`config.mk`:
```
export PLATFORM = sky130hd
export DESIGN_NAME = issue_gate
export DESIGN_NICKNAME = d
export VERILOG_FILES = /design/src/rtl/issue_gate_pkg.sv /design/src/rtl/ctrl_legalizer.sv /design/src/rtl/stall_timer.sv /design/src/rtl/barrier_file.sv /design/src/rtl/issue_gate.sv
export SDC_FILE = /design/constraint.sdc
export NUM_CORES = 1
export LEC_CHECK = 0
export BUFFER_PORTS_ARGS = -buffer_cell sky130_fd_sc_hd__buf_2
export CORE_ASPECT_RATIO = 1.75
export CORE_MARGIN = 3
export CORE_UTILIZATION = 30
export CTS_CLUSTER_DIAMETER = 40
export DETAILED_ROUTE_END_ITERATION = 10
export HOLD_SLACK_MARGIN = 0.12
export PLACE_DENSITY = 0.94
export SLEW_MARGIN = 20
export SYNTH_ARGS = -nofsm -noshare
export SYNTH_HDL_FRONTEND = slang
export SYNTH_SLANG_ARGS = --single-unit
```
`constraint.sdc`:
```
create_clock -name clk -period 3.4 [get_ports clk]
set_clock_uncertainty 0.05 [all_clocks]
set_input_delay 0.34 -clock clk [delete_from_list [all_inputs] [get_ports clk]]
set_output_delay 0.34 -clock clk [all_outputs]
set_load 0.05 [all_outputs]
```
`src/rtl/issue_gate_pkg.sv`:
```
package issue_gate_pkg;
  localparam int INSTR_W  = 128;
  localparam int CTRL_W   = 24;
  localparam int STALL_W  = 5;
  localparam int BATCH_W  = 3;
  localparam int IDX_W    = 3;
  localparam int NBAR     = 6;
  localparam int REUSE_W  = 4;
  localparam int BASE_MAX = 15;
  localparam int EXT_MAX  = 27;
  localparam int BATCH_BAD = 7;

  localparam int RSV_W = CTRL_W - STALL_W - BATCH_W - IDX_W - NBAR - REUSE_W;

  typedef struct packed {
    logic [RSV_W-1:0]   rsv;
    logic [REUSE_W-1:0] reuse;
    logic [NBAR-1:0]    wait_mask;
    logic [IDX_W-1:0]   rel_idx;
    logic [BATCH_W-1:0] batch;
    logic [STALL_W-1:0] stall;
  } sched_ctrl_t;

  typedef struct packed {
    logic [STALL_W-1:0] stall;
    logic [BATCH_W-1:0] batch;
    logic               bad;
  } legal_ctrl_t;
endpackage

```
`src/rtl/ctrl_legalizer.sv`:
```
module ctrl_legalizer
  import issue_gate_pkg::*;
(
  input  sched_ctrl_t ctrl_i,
  output legal_ctrl_t legal_o
);
  logic [STALL_W-1:0] st_a, st_b;
  logic [BATCH_W-1:0] bt_a, bt_b;
  logic               bad_batch, bad_mix, bad_range;

  always_comb begin
    bad_batch = (ctrl_i.batch == BATCH_W'(BATCH_BAD));
    bt_a      = bad_batch ? '0 : ctrl_i.batch;
    st_a      = ctrl_i.stall;

    bad_mix   = (st_a > STALL_W'(BASE_MAX)) && (bt_a != '0);
    st_b      = bad_mix ? STALL_W'(BASE_MAX) : st_a;
    bt_b      = bad_mix ? '0 : bt_a;

    bad_range = (st_b > STALL_W'(EXT_MAX));

    legal_o.stall = bad_range ? STALL_W'(EXT_MAX) : st_b;
    legal_o.batch = bt_b;
    legal_o.bad   = bad_batch | bad_mix | bad_range;
  end
endmodule

```
`src/rtl/stall_timer.sv`:
```
module stall_timer
  import issue_gate_pkg::*;
(
  input  logic               clk,
  input  logic               rst,
  input  logic               load_i,
  input  logic [STALL_W-1:0] value_i,
  output logic               done_o
);
  logic [STALL_W-1:0] cnt_q;

  always_ff @(posedge clk) begin
    if (rst)               cnt_q <= '0;
    else if (load_i)       cnt_q <= value_i;
    else if (cnt_q != '0)  cnt_q <= cnt_q - 1'b1;
  end

  assign done_o = (cnt_q == '0);
endmodule

```
`src/rtl/barrier_file.sv`:
```
module barrier_file
  import issue_gate_pkg::*;
(
  input  logic             clk,
  input  logic             rst,
  input  logic             set_en_i,
  input  logic [IDX_W-1:0] set_idx_i,
  input  logic             clr_en_i,
  input  logic [IDX_W-1:0] clr_idx_i,
  output logic [NBAR-1:0]  busy_o
);
  for (genvar b = 0; b < NBAR; b++) begin : g_bar
    logic set_b, clr_b, q;
    assign set_b = set_en_i && (set_idx_i == IDX_W'(b));
    assign clr_b = clr_en_i && (clr_idx_i == IDX_W'(b));
    always_ff @(posedge clk) begin
      if (rst)        q <= 1'b0;
      else if (set_b) q <= 1'b1;
      else if (clr_b) q <= 1'b0;
    end
    assign busy_o[b] = q;
  end
endmodule

```
`src/rtl/issue_gate.sv`:
```
module issue_gate
  import issue_gate_pkg::*;
(
  input  logic               clk,
  input  logic               rst,
  input  logic               instr_valid,
  input  logic [INSTR_W-1:0] instr_word,
  input  logic               cmpl_valid,
  input  logic [IDX_W-1:0]   cmpl_idx,
  output logic               issue_en,
  output logic [NBAR-1:0]    bar_busy,
  output logic               ctrl_err,
  output logic [BATCH_W-1:0] grp_tag
);
  sched_ctrl_t ctrl;
  legal_ctrl_t legal;
  logic        stall_done, wait_hold, fire;
  logic [NBAR-1:0] busy;

  assign ctrl = sched_ctrl_t'(instr_word[INSTR_W-1 -: CTRL_W]);

  ctrl_legalizer u_legal (.ctrl_i(ctrl), .legal_o(legal));

  stall_timer u_timer (
    .clk(clk), .rst(rst), .load_i(fire),
    .value_i(legal.stall), .done_o(stall_done)
  );

  barrier_file u_bars (
    .clk(clk), .rst(rst),
    .set_en_i(fire && (ctrl.rel_idx < IDX_W'(NBAR))),
    .set_idx_i(ctrl.rel_idx),
    .clr_en_i(cmpl_valid && (cmpl_idx < IDX_W'(NBAR))),
    .clr_idx_i(cmpl_idx),
    .busy_o(busy)
  );

  assign wait_hold = instr_valid && ((ctrl.wait_mask & busy) != '0);
  assign issue_en  = stall_done && !wait_hold;
  assign fire      = instr_valid && issue_en;
  assign bar_busy  = busy;

  always_ff @(posedge clk) begin
    if (rst) begin
      ctrl_err <= 1'b0;
      grp_tag  <= '0;
    end else begin
      ctrl_err <= fire && legal.bad;
      if (fire) grp_tag <= legal.batch;
    end
  end
endmodule

```
==> metrics list, run 1 <==
- In this run the number of cells on the critical path is 5.
- After synthesis, the mean cell area works out to slightly above 8 um^2.
* Max Fanout on Critical Path: 10
- Slowest Stage Delay on Critical Path: 660 ps
* Cell count after synthesis: 109
- Total GRT Usage: 14.2%
* Fraction of met2 tracks used by global routing: 22.6%
- Worst path top cell family by delay: simple AND/OR/NAND/NOR gates
- Post-route standard cell area excluding fillers: ~1100 um^2
* XOR/XNOR Fraction of Synth Area: about 1.9%
* Number of buffers inserted by post-CTS setup repair: 0
- Root Buffer Master: sky130_fd_sc_hd__clkbuf_8
- Based on the critical path, the design can be clocked at up to 0.408 GHz.
* Layout cell share with drive strength beyond 1: between 30% and 40%
- The max-slew violation total from the final report came to 0.
* Wire length of the first global-routing pass: roughly 3.8 mm
- Unrepaired setup endpoints after global routing: false
- In this run the standard cell core region covers 2780 um^2.
- The worst-case IR drop observed on VDD is slightly above 0.4 mV.
- Measured along the x axis, the die boundary spans between 40 and 50 um.
- Critical Path Source Type: flop
- Hold Slack: 296 ps
* Final setup vio count: 0
- 0 antenna diodes ended up in the layout.
* P_leak: around 0.44 nW
- GR Layer Usage met3: roughly 3.4%
- Summing every instance area after synthesis gives about 900 um^2.
* Capture instance of the worst register-to-register path: grp_tag[1]
- Crit-path cells: inv_1, ha_1, or4b_1, a21oi_1, buf_2
- Gr busiest metal: met2
- Once the floorplan was initialized, standard cells occupied 32.4% of the core.
- Of the total synthesized cell area, the portion taken by AND, OR, NAND and NOR gates is 24.0%.
- In the final design database the tool counted around 270 nets.
* Weighted congestion reported at the end of routability-driven placement: between 0.7 and 0.8
- In the layout the commonest cells are sky130_fd_sc_hd__buf_2 (34), sky130_fd_sc_hd__dfxtp_1 (15), sky130_fd_sc_hd__a21oi_1 (13).
- The portion of synthesized area spent on multiplexers is 0%.
* Total clock sinks: 15
- Critical path's slowest cell: sky130_fd_sc_hd__or4b_1
- The tightest min-delay check is of the input port to flop type.
* Number of buffers added on ports: 34
- The run finished with clean final reports.
* Element type at the critical path end: output pin
- Area of placed instances: 1030 um^2
- Worst-case headroom to the max-slew limit: 53.3%
- Row generation in the floorplan step produced 25 rows.
* Maximum Capacitance Violations: 0
- GR Layer Usage met1: 13.1%
- For this block, the routed nets add up to 2.31 mm of wire.
- Total power per unit cell area: around 640 nW/um^2
* Vias in the first global route: 897
- The critical path ends at issue_en.
* Number of vias after detailed routing: a little over 900
- Detailed-route vias per instance: around 5.7
- Adder and majority gate portion of the synthesized area: 1.39%
- The worst setup path is of the flop to output pin kind.
- The floorplan step defined a die boundary enclosing between 3000 and 4000 um^2.
- Number of iterations in the first detailed-routing pass: 4
- The number of nets handed over by synthesis was between 200 and 250.
- The detail route stage leaves a number of antenna-violating nets equal to 0.
- Top post-synthesis cells by area: sky130_fd_sc_hd__dfxtp_1 (33%), sky130_fd_sc_hd__a21oi_1 (7.2%), sky130_fd_sc_hd__buf_4 (5.8%), sky130_fd_sc_hd__a2111oi_2 (5.0%), sky130_fd_sc_hd__o21ai_0 (3.9%)
- Cell taking the most area after synthesis: sky130_fd_sc_hd__dfxtp_1
* CTS clock-pin slew for the worst setup and hold paths: ~60 ps
- Final-layout setup total negative slack: 0 ps
* Slew @ Worst Pin: roughly 700 ps
- Compound-gate portion of the synthesized area: 29.5%
- Total congestion overflow after global routing: 0
* Launching element of the worst setup path: u_timer.cnt_q[0]
- Area delta synth->final: 19.4%
* Initial antenna violation count: 0
- The most used flip-flop cell after synthesis is sky130_fd_sc_hd__dfxtp_1.
- During synthesis, Yosys emitted a total of 0 warnings.
* Post-DP HPWL: approximately 1.8 mm
- For this block, the initial DRC count from the detailed router was 18.
- Most common cell after layout, fill and taps aside: sky130_fd_sc_hd__buf_2
- Of all flip-flops after synthesis, the portion carrying an async set or reset was 0%.
- Number of DRC violations after detailed routing: 0
- Data arrival time of the critical path: ~2100 ps
- Length in cells of the worst reg-to-reg path: 6
- The number of buffers and inverters on the critical path is 2.
- Die Y-Extent: between 70 and 80 um
- Maximum root-to-sink buffer count: 2
- Routed length per instance: roughly 14 um
- After layout, the design draws a total of approximately 0.69 mW.
- Count of hold-fix buffers inserted at cts: 0
- Hold violation count in the final report: 0
- By area, the combinational part of the netlist is dominated by compound AO/OA/AOI/OAI gates.
- Share of synthesized area occupied by flip-flops and latches: between 30 and 40%
* Reg2reg start: u_timer.cnt_q[0]
- Worst reg-to-reg setup slack: 1280 ps
- TritonCTS built the clock tree.
- Number of enable-type register cells in the synthesized netlist: 0
- Pin placement for this block handled ~150 I/O pins.
- Counting the fill cells in the layout gives about 270.
- Distinct cell type count of the synthesized netlist: 30
- In this run the number of H-tree levels came out at 1.
- Entering global routing, the biggest net connects 17 pins.
- The clock reaches the later pin of the worst-skew pair after between 200 and 300 ps.
- Flop and latch count out of synthesis: 15
- Data on the critical path is required at its endpoint by approximately 3000 ps.
* Tmin final: 2450 ps
* Number of buffers added by the clock tree synthesis step: 3
- Share of the clock period used by the worst path after layout: between 70% and 80%
- PostCTS Resize Cnt: 0
* Post-synth top area share: 33.3%
sequential cells by signal (all words and copies together) (netlist names):
register / flops
u_bars.g_bar.q: 6
u_timer.cnt_q: 5
grp_tag: 3
ctrl_err: 1
tightest hold or removal path: stages:
cell,delay (ps)
sky130_fd_sc_hd__buf_2,80
sky130_fd_sc_hd__a211oi_1,40
sky130_fd_sc_hd__o32ai_1,100
through the flow:
stage | utilization [%] | cells | setup slack, ps
after detailed placement | 37.1 | 158 | 1210
final | 38.7 | 162 | 948
after global placement | 37.1 | 158 | 1260
after global routing | 38.7 | 162 | 850
after floorplan | - | 109 | 1050
after CTS | 38.7 | 162 | 926
metal layers:
metal | wire length, um | up-vias
met5 | 0 | -
met4 | 142 | 0
met3 | 146 | 12
met2 | 1180 | 36
met1 | 837 | 415
li1 | - | 462
Yosys cell counts, drive strengths merged (4+ instances only):
master / count
dfxtp: 15
nand4: 5
nor2b: 4
nand3: 6
inv: 4
a21oi: 13
nand2: 7
buf: 9
o21ai: 7
o31ai: 4
layout make-up:
cell class	instances	area, um^2	area share, %
Sequential cell	15	300	27.9
Inverter	4	15.0	1.39
Multi-Input combinational cell	78	513	47.6
Clock buffer	4	45.0	4.18
Timing Repair Buffer	34	170	15.8
Tap cell	27	33.8	3.14
how the worst min path moves through the flow:
stage	start	end	slack [ps]	cells past startpoint
finish	instr_word[105]	u_timer.cnt_q[1]	300	3
global route	instr_word[105]	u_timer.cnt_q[1]	330	3
CTS	instr_word[105]	u_timer.cnt_q[1]	300	3
detailed placement	u_timer.cnt_q[4]	u_timer.cnt_q[4]	410	2
global placement	u_timer.cnt_q[4]	u_timer.cnt_q[4]	400	2
floorplan	rst	u_timer.cnt_q[2]	370	1
logic make-up after synthesis:
group | count (synthesis)
xor gates and xnor gates | 2
adders and majority gates | 1
and+or+nand+nor | 37
DFF | 15
buffers and inverters | 16
AOI/OAI and AO/OA | 38
power breakdown:
group	total [mW]	switching, mW	internal [mW]
registers	0.232	0.0259	0.207
clock network	0.149	0.0658	0.0833
logic	0.305	0.204	0.100
total	0.686	0.296	0.390
No activity file was read; power rests on OpenSTA's default activity.
==> run 2, diff against run 1 <==
--- a/config.mk
+++ b/config.mk
@@ -8,11 +8,11 @@
 export BUFFER_PORTS_ARGS = -buffer_cell sky130_fd_sc_hd__buf_2
 export CORE_ASPECT_RATIO = 1.75
 export CORE_MARGIN = 3
-export CORE_UTILIZATION = 30
+export CORE_UTILIZATION = 25
 export CTS_CLUSTER_DIAMETER = 40
 export DETAILED_ROUTE_END_ITERATION = 10
 export HOLD_SLACK_MARGIN = 0.12
-export PLACE_DENSITY = 0.94
+export PLACE_DENSITY = 0.85
 export SLEW_MARGIN = 20
 export SYNTH_ARGS = -nofsm -noshare
 export SYNTH_HDL_FRONTEND = slang
==> constraint.sdc (replaced) <==
create_clock -name clk -period 2.25 [get_ports clk]
set_clock_uncertainty 0.05 [all_clocks]
set_input_delay 0.225 -clock clk [delete_from_list [all_inputs] [get_ports clk]]
set_output_delay 0.225 -clock clk [all_outputs]
set_load 0.05 [all_outputs]
==> metrics list, run 2 (synthesis gave the netlist of run 1 again) <==
- Die outline area: 4390 um^2 (+18%)
* Largest net degree at the start of global routing: 17 (unchanged)
- Critical path's slowest cell: sky130_fd_sc_hd__or4b_1
- Slowest Stage Delay on Critical Path: 470 ps (-190 ps)
* Hold violation count in the final report: 0 (unchanged)
- The area growth from synthesis to layout is 23.6%.
- The total wirelength of the detailed-routed design is 2.25 mm (-2.3%).
- Detailed-route vias per instance: 5.16 (-9.6%)
- STA classifies the critical path endpoint as an output pin.
- The setup slack of the most critical reg-to-reg path was 300 ps (-980 ps).
* Count of antenna-violating nets left after detailed routing: 0 (unchanged)
* Total clock sinks: 15 (unchanged)
- Total congestion overflow after global routing: 0 (unchanged)
- The final-report setup violation count is 0 (unchanged).
- The worst path uses between 90% and 100% of the clock period.
- The normalized max-slew margin is 69.6% (+16 points).
- The flow ran to the end, and the final reports show no timing, DRC or antenna violations.
* Total power per unit cell area: 963 nW/um^2 (+51%)
- The required arrival time at the worst endpoint was 1980 ps (-1030 ps).
* F_max: ~0.47 GHz
- Maximum Capacitance Violations: 0 (unchanged)
- Count of hold-fix buffers inserted at cts: 0 (unchanged)
- The power after layout came to 1.07 mW (+56%).
* Slew @ Worst Pin: 456 ps (-243 ps)
- PostCTS Resize Cnt: 0 (unchanged)
* Width of the die: 51.4 um (+8.3%)
- The via count of the first global-routing pass was 821 (-8.5%).
* Placement Rows: 28 (+12%)
* Reg2reg start: u_timer.cnt_q[0]
* Number of buffers added on ports: 34 (unchanged)
- The total of fill cells in the finished design came to 372 (+36%).
* Layout cell share with drive strength beyond 1: 32.8% (+0.99 points)
- STA classifies the critical path startpoint as a flop.
- Worst VDD drop: 0.351 mV (-15%)
- Register with the most flip-flops: u_bars.g_bar.q
- Classification of the worst-slack hold path: input port to flop
- The floorplan die height was 85.5 um (+8.8%).
- The H-tree depth reported by CTS is 1 (unchanged).
* Total count of max-transition violations in the final report: 0 (unchanged)
- Initial DRC count: 27 (+9)
* Routed length per instance: 12.4 um (-13%)
- The net count of the finished layout is 274 (+0.74%).
- Leaving out fill and tap cells, the most frequent cell in the layout is sky130_fd_sc_hd__buf_2.
* CTS clock-pin slew for the worst setup and hold paths: 60 ps (about the same)
- The startpoint identified for the worst hold timing path is instr_word[105].
* Weighted congestion reported at the end of routability-driven placement: 0.770 (+0.67%)
- Final-layout setup total negative slack: 0 ps (unchanged)
- Initial antenna violation count: 0 (unchanged)
- I/O pin total: 146 (unchanged)
* Clock tree from TritonCTS: done
* Category of the critical setup timing path: flop to output pin
* Core area: 3430 um^2 (+23%)
* Number of buffers inserted by post-CTS setup repair: 0 (unchanged)
* Number of iterations in the first detailed-routing pass: 4 (unchanged)
- The total number of vias came to 939 (+1.5%).
* Total GRT Usage: 10.0% (-4.2 points)
* Unrepaired setup endpoints after global routing: false
- Wire length of the first global-routing pass: 3.41 mm (-9.5%)
* Launching element of the worst setup path: u_timer.cnt_q[0]
* Inst Count DP: 178 (+13%)
- Number of buffers added by the clock tree synthesis step: 3 (unchanged)
* Skew-Pair Late Insertion Delay: 250 ps (about the same)
- The largest fanout on the critical path is 5 (-5).
- The worst path in the final design needs a cycle of between 2000 and 2500 ps, including I/O delays and setup.
* Initial cell density of the core: 26.3% (-6.1 points)
- In the final layout, the registers with the most flip-flops are u_bars.g_bar.q (6), u_timer.cnt_q (5), grp_tag (3).
* Highest-count cells in the layout ignoring fill and taps: sky130_fd_sc_hd__buf_2 (34), sky130_fd_sc_hd__dfxtp_1 (15), sky130_fd_sc_hd__a21oi_1 (13)
* Number of DRC violations after detailed routing: 0 (unchanged)
* Root Buffer Master: sky130_fd_sc_hd__clkbuf_8
- The number of buffers on the longest clock path was 2 (unchanged).
- Final Instance Count excl. Fillers: 182 (+12%)
* P_leak: 0.450 nW (+2.2%)
- The flip-flop count of the largest register, all copies and words added was 6 (unchanged).
- Data arrival time of the critical path: 1870 ps (-190 ps)
- The estimated wirelength of the detail-placed design came to 1.79 mm (-1.6%).
* Crit-path cells: inv_1, ha_1, or4b_1, a21oi_1, buf_2
* Number of antenna diodes: 0 (unchanged)
-- run 2: cell types whose count changed in the layout (fill, tap and decap cells not counted), sizes merged --
cell / change
buf: +2
-- run 2: path summary, 6_finish.rpt --
path | end | cells past startpoint
max | issue_en | 5
min | u_timer.cnt_q[1] | 3
max reg2reg | u_bars.g_bar[4].q | 7
min reg2reg | u_bars.g_bar[3].q | 2
-- run 2: through the flow --
step	hold slack (ps)	worst slack, ps	utilization (%)	instance area, um^2
after detailed placement	412	335	31.2	1070
after CTS	196	106	32.5	1110
after global routing	201	20.2	32.5	1110
after floorplan	252	10.9	-	902
final	196	103	32.5	1110
after global placement	399	357	31.2	1070
-- run 2: power by group --
part	internal [mW]	switching, mW
Clock	0.125	0.0924
Combinational	0.183	0.320
Sequential	0.312	0.0400
-- run 2: cell type report --
type | instances | area (um^2) | share of cell area [%]
Timing Repair Buffer | 36 | 185 | 16.6
Multi-Input combinational cell | 78 | 513 | 46.0
Tap cell | 45 | 56.3 | 5.05
Sequential cell | 15 | 300 | 26.9
Clock buffer | 4 | 45.0 | 4.04
Inverter | 4 | 15.0 | 1.35
-- run 2: worst max-delay path, delay by kind of cell (launching register included) --
| family | cells | cell delay [ps] |
|---|---|---|
| compound gates | 1 | 180 |
| fa+ha+maj | 1 | 210 |
| buf+inv | 2 | 400 |
| flops | 1 | 360 |
| simple gates | 1 | 470 |
-- run 2: routing by layer --
| layer | up-vias | wire [um] | GRT usage, % |
|---|---|---|---|
| met5 | - | 0 | 0 |
| met3 | 4 | 146 | 1.23 |
| met1 | 435 | 916 | 9.36 |
| met4 | 0 | 23 | 4.30 |
| met2 | 36 | 1170 | 20.2 |
| li1 | 464 | - | - |
